### config.mk
export PLATFORM = sky130hd
export DESIGN_NAME = fault_supervisor
export DESIGN_NICKNAME = d
export VERILOG_FILES = /design/src/rtl/fsup_pkg.sv /design/src/rtl/fsup_deglitch.sv /design/src/rtl/fsup_oc_latch.sv /design/src/rtl/fault_supervisor.sv
export SDC_FILE = /design/constraint.sdc
export NUM_CORES = 1
export LEC_CHECK = 0
export ABC_AREA = 1
export ABC_CLOCK_PERIOD_IN_PS = 2680
export BUFFER_PORTS_ARGS = -buffer_cell sky130_fd_sc_hd__buf_2
export CAP_MARGIN = 30
export CORE_ASPECT_RATIO = 1.5
export CORE_MARGIN = 2
export CORE_UTILIZATION = 29
export DETAILED_ROUTE_END_ITERATION = 7
export PLACE_DENSITY = 0.46
export SYNTH_ARGS = -nofsm -noshare
export SYNTH_HDL_FRONTEND = slang
export SYNTH_SLANG_ARGS = --single-unit
export TNS_END_PERCENT = 30
### constraint.sdc
create_clock -name clk -period 2.68 [get_ports clk]
set_clock_uncertainty 0.2 [all_clocks]
set_input_delay 0.268 -clock clk [delete_from_list [all_inputs] [get_ports clk]]
set_output_delay 0.268 -clock clk [all_outputs]
set_load 0.01 [all_outputs]
### src/rtl/fsup_pkg.sv
package fsup_pkg;
  // fault sources feeding the output stage
  typedef struct packed {
    logic oc;   // latched overcurrent
    logic uv;   // low-side supply not good
    logic dis;  // driver disabled
  } fsup_cause_t;

  function automatic int unsigned cnt_width(input int unsigned n);
    return (n < 2) ? 1 : $clog2(n + 1);
  endfunction
endpackage

### src/rtl/fsup_deglitch.sv
module fsup_deglitch #(
  parameter int unsigned WIN     = 4,
  parameter bit          RST_VAL = 1'b0
) (
  input  logic clk,
  input  logic rst,
  input  logic raw_i,
  output logic filt_o
);
  localparam int unsigned CW = fsup_pkg::cnt_width(WIN);
  localparam logic [CW-1:0] LAST = CW'(WIN - 1);

  logic [CW-1:0] cnt_q;
  logic          filt_q;

  // the output follows the input only after WIN consecutive disagreeing samples
  always_ff @(posedge clk) begin
    if (rst) begin
      filt_q <= RST_VAL;
      cnt_q  <= '0;
    end else if (raw_i == filt_q) begin
      cnt_q  <= '0;
    end else if (cnt_q == LAST) begin
      filt_q <= raw_i;
      cnt_q  <= '0;
    end else begin
      cnt_q  <= cnt_q + 1'b1;
    end
  end

  assign filt_o = filt_q;

  AST_FILT_NEEDS_INPUT: assert property (@(posedge clk) disable iff (rst)
    (filt_q != $past(filt_q)) |-> ($past(raw_i) == filt_q));
  AST_FILT_NO_EARLY: assert property (@(posedge clk) disable iff (rst)
    (cnt_q != '0) |-> (cnt_q <= LAST));
endmodule

### src/rtl/fsup_oc_latch.sv
module fsup_oc_latch #(
  parameter int unsigned CLEAR_CYC = 190000
) (
  input  logic clk,
  input  logic rst,
  input  logic trip_i,   // deglitched trip
  output logic oc_o      // latched overcurrent fault
);
  localparam int unsigned CW = fsup_pkg::cnt_width(CLEAR_CYC);
  localparam logic [CW-1:0] LAST = CW'(CLEAR_CYC - 1);

  logic [CW-1:0] tmr_q;
  logic          oc_q;
  logic          expire;

  assign expire = oc_q && !trip_i && (tmr_q == LAST);

  // timer held at zero while the trip is present, counts only while latched
  always_ff @(posedge clk) begin
    if (rst) begin
      oc_q  <= 1'b0;
      tmr_q <= '0;
    end else if (trip_i) begin
      oc_q  <= 1'b1;
      tmr_q <= '0;
    end else if (expire) begin
      oc_q  <= 1'b0;
      tmr_q <= '0;
    end else if (oc_q) begin
      tmr_q <= tmr_q + 1'b1;
    end
  end

  assign oc_o = oc_q;

  AST_TRIP_SETS_LATCH: assert property (@(posedge clk) disable iff (rst)
    trip_i |=> oc_q);
  AST_HOLD_WHILE_TRIP: assert property (@(posedge clk) disable iff (rst)
    $fell(oc_q) |-> !$past(trip_i));
  AST_TIMER_BOUNDED: assert property (@(posedge clk) disable iff (rst)
    tmr_q <= LAST);
  AST_TIMER_RESTART: assert property (@(posedge clk) disable iff (rst)
    trip_i |=> (tmr_q == '0));
endmodule

### src/rtl/fault_supervisor.sv
module fault_supervisor #(
  parameter int unsigned TRIP_FILT_CYC = 23,
  parameter int unsigned EN_FILT_CYC   = 60,
  parameter int unsigned SUP_FILT_CYC  = 1,
  parameter int unsigned CLEAR_CYC     = 190000
) (
  input  logic clk,
  input  logic rst,
  input  logic oc_trip_i,
  input  logic supply_ok_i,
  input  logic enable_i,
  output logic shutdown_o,
  output logic fault_n_o
);
  import fsup_pkg::*;

  logic        trip_f, sup_f, en_f, oc_lat;
  fsup_cause_t cause;
  logic        shdn_q, flt_n_q;

  fsup_deglitch #(.WIN(TRIP_FILT_CYC), .RST_VAL(1'b0)) i_trip_filt (
    .clk(clk), .rst(rst), .raw_i(oc_trip_i), .filt_o(trip_f));

  // supply considered bad out of reset
  fsup_deglitch #(.WIN(SUP_FILT_CYC), .RST_VAL(1'b0)) i_sup_filt (
    .clk(clk), .rst(rst), .raw_i(supply_ok_i), .filt_o(sup_f));

  fsup_deglitch #(.WIN(EN_FILT_CYC), .RST_VAL(1'b0)) i_en_filt (
    .clk(clk), .rst(rst), .raw_i(enable_i), .filt_o(en_f));

  fsup_oc_latch #(.CLEAR_CYC(CLEAR_CYC)) i_oc_latch (
    .clk(clk), .rst(rst), .trip_i(trip_f), .oc_o(oc_lat));

  always_comb begin
    cause.oc  = oc_lat;
    cause.uv  = !sup_f;
    cause.dis = !en_f;
  end

  always_ff @(posedge clk) begin
    if (rst) begin
      shdn_q  <= 1'b1;
      flt_n_q <= 1'b0;
    end else begin
      shdn_q  <= |cause;
      flt_n_q <= !(cause.oc || cause.uv);
    end
  end

  assign shutdown_o = shdn_q;
  assign fault_n_o  = flt_n_q;

  AST_FLAG_FORCES_OFF: assert property (@(posedge clk) disable iff (rst)
    !fault_n_o |-> shutdown_o);
  AST_UV_RAISES_FLAG: assert property (@(posedge clk) disable iff (rst)
    !sup_f |=> (!fault_n_o && shutdown_o));
  AST_DIS_NO_FLAG: assert property (@(posedge clk) disable iff (rst)
    (sup_f && !oc_lat && !en_f) |=> (fault_n_o && shutdown_o));
  AST_OC_RAISES_FLAG: assert property (@(posedge clk) disable iff (rst)
    oc_lat |=> !fault_n_o);
  AST_NOSUP_AFTER_RST: assert property (@(posedge clk)
    $fell(rst) |-> (shutdown_o && !fault_n_o));
endmodule

==> results.tsv <==
metric	value	unit
fin_cells	308	
dieWidth	67.4	µm
yosys_warnings	0	
async_flop_share	0	%
ir_drop	0.233	mV
synth_edf_count	0	
nFillCells	625	
maxCapViolCount	0	
power.density	506	nW/µm²
port_buffers	6	
setup_viol	0	
power.leakage	0.636	nW
antenna_left	0	
slowest_delay	0.37	ns
crit_arrival	1.63	ns
status	finished clean	
gp_congestion	0.773	
post-place-cells	300	
cts_buffer_depth	2	
clk_pin_slew	0.08	ns
cts_made_buffers	5	
grt.met3_usage	3.17	%
fin_nets	244	
slowest_stage	dfxtp_1	
crit_fanout	18	
cts_sinks	36	
drt_wl_total	3150	µm
drv_slew	0	
synthCells	225	
grt_max_degree	19	
drt-pass1-iter-count	4	
antenna_found_initial	0	
synth_top_area_share	41.2	%
ctsHoldBuffers	0	
ys_top_cells_by_count	44 x nand2_1, 36 x dfxtp_1, 33 x nor2_1	
grt_pass1_wl	5760	µm
holdPathStages	2	
grt_use_met1	12.0	%
core_area	5830	µm²
ys_ff_latch	36	
top_register	i_oc_latch.tmr_q	
fp.dieH	99.1	µm
top_regs	i_oc_latch.tmr_q (18), i_en_filt.cnt_q (6), i_trip_filt.cnt_q (5)	
period_share	61.7	%
dieArea	6680	µm²
grt_most_used_layer	met2	
finalPower	0.000958	W
num_vias	1359	
grt-ovfl-total	0	
ys_types	28	
start_util	30.0	%
crit_path_end_kind	flip-flop	
worstRegToRegCells	6	
worstHoldPathType	in -> reg	
hold_violations	0	
cts_tree	done	
wl_per_cell	10.2	µm
worstSetupStartpointType	flip-flop	
dp_hpwl	2350	µm
final.setup.worst_slack	1.03	ns
dp_slack	1.00	ns
met2_usage	20.3	%
row_count	34	
path_cells	ha_1 -> nand3_4 -> nor2_2 -> nand3_2 -> nand2_4 -> nor2_1	
synthesis.area	1750	µm²
clock_latency	0.29	ns
root_buffer	clkbuf_8	
grt_use_total	11.5	%
synth_flop_cell	dfxtp_1	
syn_area_per_cell	7.77	µm²
num_io_pins	7	
yosysTopAreaCell	dfxtp_1	
period_minus_slack	1.65	ns
area_growth	8.15	%
path_class	reg -> reg	
drtIter0Drc	51	
timing.fmax	605	MHz
ys_seq_area_share	41.2	%
cp.required	2.66	ns
remaining_drc_errors	0	
largest_reg_flops	18	
synth.most_common_cell	nand2_1	
tns	0	ns
drive_gt1_share	16.5	%
n_antenna_cell	0	
viasPerCell	4.41	
rsz0062_at_grt	false	
grt_pass1_vias	1331	
ys_top_cells_by_area	dfxtp_1 41%, nand2_1 9.4%, nor2_1 7.1%	
syn-num-nets	234	
cts_resized	0	
post-cts-setup-buffers	0	
h-tree-depth	2	
[cells in the final DEF, fill, tap and decap left out]
cell type and instances:
nand3_1 15, nand3_4 1, xnor2_1 5, nand4_1 6, or2_0 2, dfxtp_1 36
o21ai_0 2, inv_2 1, a21oi_1 10, nand2_1 44, nand3_2 1, conb_1 1
nor2_4 3, nor2_2 15, clkinv_4 1, inv_1 24, nand2_2 3, nand2_4 1
nor2_1 33, nor3b_1 1, a211oi_1 3, buf_2 6, or2_2 1, clkinvlp_4 1
ha_1 4, clkbuf_8 5, xor2_1 6, clkbuf_1 1, o211ai_1 1, nor3_1 3
[area by class of cell]
cell class / count / area [µm²] / share of cell area, %
inverters: 25 / 93.8 / 4.96
flip-flops and latches: 36 / 721 / 38.1
multi-input cells: 161 / 868 / 45.9
clock inverters: 2 / 16.3 / 0.860
repair buffers: 6 / 30.0 / 1.59
clock buffers: 6 / 72.6 / 3.84
well taps: 72 / 90.1 / 4.76
[critical path: cells and delay by family, from the launching register on]
kind | cells | cell delay (ns)
AND/OR/NAND/NOR | 5 | 0.72
flip-flops | 1 | 0.37
adder cells (fa/ha/maj) | 1 | 0.24
[per-stage QoR]
step,hold WS (ns),cell area [µm²],util (%)
global route,0.0457,1890,32.5
global placement,0.220,1800,30.9
floorplan,0.192,1750,-
CTS,0.0393,1890,32.5
detailed placement,0.215,1800,30.9
finish,0.0504,1890,32.5
[path summary, 6_finish.rpt]
path	startpoint	endpoint	slack, ns
hold / removal	rst	i_oc_latch.oc_o$_SDFFE_PP0P_	0.05
hold reg to reg	i_en_filt.filt_o$_SDFFE_PP0P_	shutdown_o$_SDFF_PP1_	0.23
setup reg to reg	i_oc_latch.tmr_q[0]$_SDFFE_PP0P_	i_oc_latch.tmr_q[5]$_SDFFE_PP0P_	1.03
setup / recovery	i_oc_latch.tmr_q[0]$_SDFFE_PP0P_	i_oc_latch.tmr_q[5]$_SDFFE_PP0P_	1.03
[cell families (layout without fill, tap and decap cells)]
kind of cell               after synthesis  count (layout)  synth area share [%]
xor gates and xnor gates                11              11                  5.51
adders and majority gates                4               4                  2.86
DFF                                     36              36                  41.2
and+or+nand+nor                        129             129                  35.9
AOI/OAI and AO/OA                       16              16                  5.15
buffers and inverters                   28              39                  9.16
other                                    1               1                 0.214
[where the power goes]
part           switching, W  internal (W)  total (W)  leakage [nW]
registers        0.00000303      0.000540   0.000543         0.291
clock network      0.000206      0.000185   0.000391        0.0414
logic             0.0000162    0.00000764  0.0000239         0.303
total              0.000225      0.000733   0.000958         0.636
[routing by layer]
| metal | wire length (µm) | vias to the layer above |
|---|---|---|
| met5 | 0 | - |
| met4 | 73 | 0 |
| met3 | 79 | 6 |
| met2 | 1650 | 14 |
| met1 | 1350 | 610 |
| li1 | - | 729 |
Note: power is estimated with default switching activity, not from simulation.
